`src/rtl/dt_pkg.sv`:
```
package dt_pkg;

    // Width of the dead-time count
    localparam int DT_W = 8;

    // Which half of the bridge a leg drives
    typedef enum logic {
        LEG_HIGH = 1'b0,
        LEG_LOW  = 1'b1
    } leg_e;

    // Pair of drive levels, indexed by leg
    typedef struct packed {
        logic low;
        logic high;
    } drive_pair_t;

    // Level of the reference that turns a given leg on
    function automatic logic leg_wants_on(leg_e leg, logic ref_lvl);
        return (leg == LEG_LOW) ? ~ref_lvl : ref_lvl;
    endfunction

endpackage

```
`src/rtl/dt_leg.sv`:
```
module dt_leg
    import dt_pkg::*;
#(
    parameter int   DT_W = dt_pkg::DT_W,
    parameter leg_e LEG  = LEG_HIGH
) (
    input  logic            clk,
    input  logic            rst,
    input  logic [DT_W-1:0] dt_cycles,
    input  logic            ref_in,
    output logic            drive
);

    logic            want_on;
    logic [DT_W-1:0] wait_cnt;
    logic            drive_q;

    assign want_on = leg_wants_on(LEG, ref_in);

    // wait_cnt counts enabling samples up to the dead time, then holds
    always_ff @(posedge clk) begin
        if (rst) begin
            wait_cnt <= '0;
            drive_q  <= 1'b0;
        end else if (!want_on) begin
            wait_cnt <= '0;
            drive_q  <= 1'b0;
        end else if (wait_cnt >= dt_cycles) begin
            drive_q  <= 1'b1;
        end else begin
            wait_cnt <= wait_cnt + 1'b1;
            drive_q  <= 1'b0;
        end
    end

    assign drive = drive_q;

endmodule

```
`src/rtl/dt_inserter.sv`:
```
module dt_inserter
    import dt_pkg::*;
#(
    parameter int DT_W = dt_pkg::DT_W
) (
    input  logic            clk,
    input  logic            rst,
    input  logic [DT_W-1:0] dt_cycles,
    input  logic            ref_in,
    output logic            hi_out,
    output logic            lo_out
);

    localparam int NUM_LEGS = 2;

    logic [NUM_LEGS-1:0] leg_drive;
    drive_pair_t         pair;

    for (genvar g = 0; g < NUM_LEGS; g++) begin : g_leg
        dt_leg #(
            .DT_W (DT_W),
            .LEG  (leg_e'(g))
        ) u_leg (
            .clk       (clk),
            .rst       (rst),
            .dt_cycles (dt_cycles),
            .ref_in    (ref_in),
            .drive     (leg_drive[g])
        );
    end

    assign pair.high = leg_drive[LEG_HIGH];
    assign pair.low  = leg_drive[LEG_LOW];

    assign hi_out = pair.high;
    assign lo_out = pair.low;

endmodule

```
`config.mk`:
```
export PLATFORM = sky130hd
export DESIGN_NAME = dt_inserter
export DESIGN_NICKNAME = d
export VERILOG_FILES = /design/src/rtl/dt_pkg.sv /design/src/rtl/dt_leg.sv /design/src/rtl/dt_inserter.sv
export SDC_FILE = /design/constraint.sdc
export NUM_CORES = 1
export LEC_CHECK = 0
export BUFFER_PORTS_ARGS = -buffer_cell sky130_fd_sc_hd__buf_2
export CORE_MARGIN = 2
export CORE_UTILIZATION = 30
export DETAILED_ROUTE_END_ITERATION = 8
export PLACE_DENSITY = 0.54
export REMOVE_ABC_BUFFERS = 1
export SYNTH_ARGS = -nofsm -noshare
export SYNTH_HDL_FRONTEND = slang
export SYNTH_HIERARCHICAL = 1
export SYNTH_SLANG_ARGS = --single-unit
export TNS_END_PERCENT = 50
```
`constraint.sdc`:
```
create_clock -name clk -period 6.4 [get_ports clk]
set_clock_uncertainty 0.2 [all_clocks]
set_input_delay 0.96 -clock clk [delete_from_list [all_inputs] [get_ports clk]]
set_output_delay 0.96 -clock clk [all_outputs]
set_load 0.1 [all_outputs]
```
==> summary.txt <==
Via density -> 5.063
Syn Area/Cell -> 8.275 µm²
PD cells -> 161.0 nW/µm²
Layout Cells excl Fill -> 205
Final nets -> 188
Met1 Track Usage GR -> 14.92%
Most crowded layer after global routing -> met2
Async set-reset flop share out of synthesis -> 0%
Number of antenna violations at the first check in global routing -> 0
Area of the core -> 3744 µm²
Worst relative slew slack -> 47.87%
Vias in the first global route -> 989
Worst Setup End Kind -> flop
Max Transition Viols Final -> 0
Num CTS Buffers -> 3
Max IR drop VDD -> 53.98 µV
RSZ-0062 raised after global routing -> false
Post-Syn Instances -> 145
Initial DRC Count -> 19
Synth Flop Type -> dfxtp_1
Pre-CTS setup slack -> 3.253 ns
Drt wl/cell -> 11.80 µm
Clock latency on the worst-skew pair -> 0.25 ns
Met2 usage -> 20.92%
CTS tree -> built
Row count -> 22
Final Util -> 35.86%
Io pins -> 13
Leakage -> 0.5926 nW
Largest net degree at the start of global routing -> 12
CP Max Fanout -> 6
Port Buffer Count -> 12
GR Util All Layers -> 12.08%
Via count -> 1038
Critical Path Source Type -> primary input
Yosys top cell by area -> dfxtp_1
Clock Sinks -> 18
Starting Density -> 32.05%
Hold Path Class -> reg2reg
Area contributors post-synth -> dfxtp_1, ha_1, inv_1
Fin. Hold Viols -> 0
Setup fix buffers added after clock tree synthesis -> 0
WL final -> 2.420 mm
Area fraction of the dominant cell type after synthesis -> 30.03%
Htree depth -> 1
Fmax -> 347.7 MHz
Drt pass-1 iters -> 4
Die Ht -> 67.24 µm
Worst slew pin tran -> 0.7773 ns
Fin worst setup slack -> 3.524 ns
Setup TNS -> 0 ns
Netlist Area Pre-Place -> 1200 µm²
Synth Register Bits -> 18
Final period demand of the worst path -> 2.876 ns
Die Area -> 4521 µm²
Remaining antenna violation count -> 0
Number of warnings issued by yosys -> 6
CTS clock-pin slew for the worst setup and hold paths -> 0.07 ns
DP Cell Count -> 202
Max-cap violations -> 0
Area Growth Syn to Fin -> 11.89%
Met3 usage -> 1.500%
Detail Placement HPWL -> 1.941 mm
Max Root-Sink Buffers -> 2
Post-synth EDFFs -> 0
Global-route wire length before repair -> 4.146 mm
CP arrival -> 2.82 ns
DRC Markers -> 0
Hold-fix buffers at CTS -> 0
Synth top cells by count -> dfxtp_1, ha_1, inv_1
Yosys cell types -> 28
Placer Congestion -> 0.9376
Layout cells sized above 1 -> 14.01%
Gr ovfl total -> 0
Post-CTS Resized -> 0
Fin crit share -> 44.94%
Die width -> 67.24 µm
Run status -> complete, no violations
Setup violations, final -> 0
Required @ worst endpoint -> 6.34 ns
Crit Path Class -> in2reg
Antenna diodes -> 0
Root Buffer -> clkbuf_8
Sequential area share after synthesis -> 30.03%
-- sequential cells by signal, summed over array words and instances (netlist names) --
register,count
g_leg.u_leg/wait_cnt,16
g_leg.u_leg/drive,2
-- cells by family after synthesis --
family,Yosys count,share of synthesized area [%]
and+or+nand+nor,51,21.69
AOI/OAI and AO/OA,34,19.50
buffers and inverters,20,6.881
adders and majority gates,18,18.77
DFF,18,30.03
xor gates and xnor gates,2,1.460
muxes,2,1.668
-- metrics by stage --
stage          power [W]  hold slack (ns)  area [µm²]
5_1_grt        0.0002285           0.2985        1343
3_5_place_dp   0.0001406           0.2839        1301
2_1_floorplan  0.0001321           0.2556        1181
4_1_cts        0.0002210           0.2938        1343
6_report       0.0002161           0.2919        1343
3_3_place_gp   0.0001396           0.2738        1301
-- layout by cell type (no fill, tap or decap), drive strengths merged --
cell type | Yosys | routed
nand2b | 2 | 2
a211oi | 6 | 6
or3 | 4 | 4
nor2b | 3 | 3
a31o | 1 | 1
o31ai | 6 | 6
nand2 | 13 | 13
o21ai | 7 | 7
a21oi | 12 | 12
xnor2 | 2 | 2
buf | 2 | 12
inv | 17 | 17
nor2 | 12 | 12
or2 | 1 | 1
mux2i | 2 | 2
a211o | 2 | 2
nand3 | 4 | 4
nand4 | 6 | 6
clkbuf | 1 | 3
dfxtp | 18 | 18
or4 | 6 | 6
ha | 18 | 18
-- metal layers --
layer | wire length (µm) | share of wire (%) | up-vias
met5 | 0 | 0 | -
met4 | 27 | 1.1 | 0
met3 | 59 | 2.4 | 2
met2 | 1088 | 45 | 15
met1 | 1244 | 51 | 477
li1 | - | - | 544
-- area by class of cell --
type	count	area [µm²]
sequential	18	360.3
fill	409	2401
tap	48	60.06
clock buffer	3	41.29
multi-input combinational	107	757.0
inverter	17	63.81
timing repair buffer	12	60.06
-- path summary, 6_finish.rpt --
kind | from | end | slack (ns) | cells past startpoint
min | g_leg[1].u_leg/wait_cnt[7]$_SDFFE_PP0N_ | g_leg[1].u_leg/wait_cnt[7]$_SDFFE_PP0N_ | 0.29 | 2
max | dt_cycles[2] | g_leg[0].u_leg/wait_cnt[2]$_SDFFE_PP0N_ | 3.52 | 8
max reg2reg | g_leg[0].u_leg/wait_cnt[0]$_SDFFE_PP0N_ | g_leg[0].u_leg/wait_cnt[2]$_SDFFE_PP0N_ | 3.99 | 7
min reg2reg | g_leg[1].u_leg/wait_cnt[7]$_SDFFE_PP0N_ | g_leg[1].u_leg/wait_cnt[7]$_SDFFE_PP0N_ | 0.29 | 2
-- power breakdown --
group | switching (W) | internal [W]
logic | 0.0000124 | 0.00000964
registers | 0.00000232 | 0.000113
clock network | 0.0000367 | 0.0000418
total | 0.0000514 | 0.000165
-- worst max-delay path, stage by stage --
cell      delay (ns)
buf_2           0.09
inv_1           0.05
ha_1            0.32
a211oi_2        0.24
o21ai_2         0.09
a211oi_1        0.68
a21oi_1         0.16
a31o_2          0.23
Note: power is estimated with default switching activity, not from simulation.
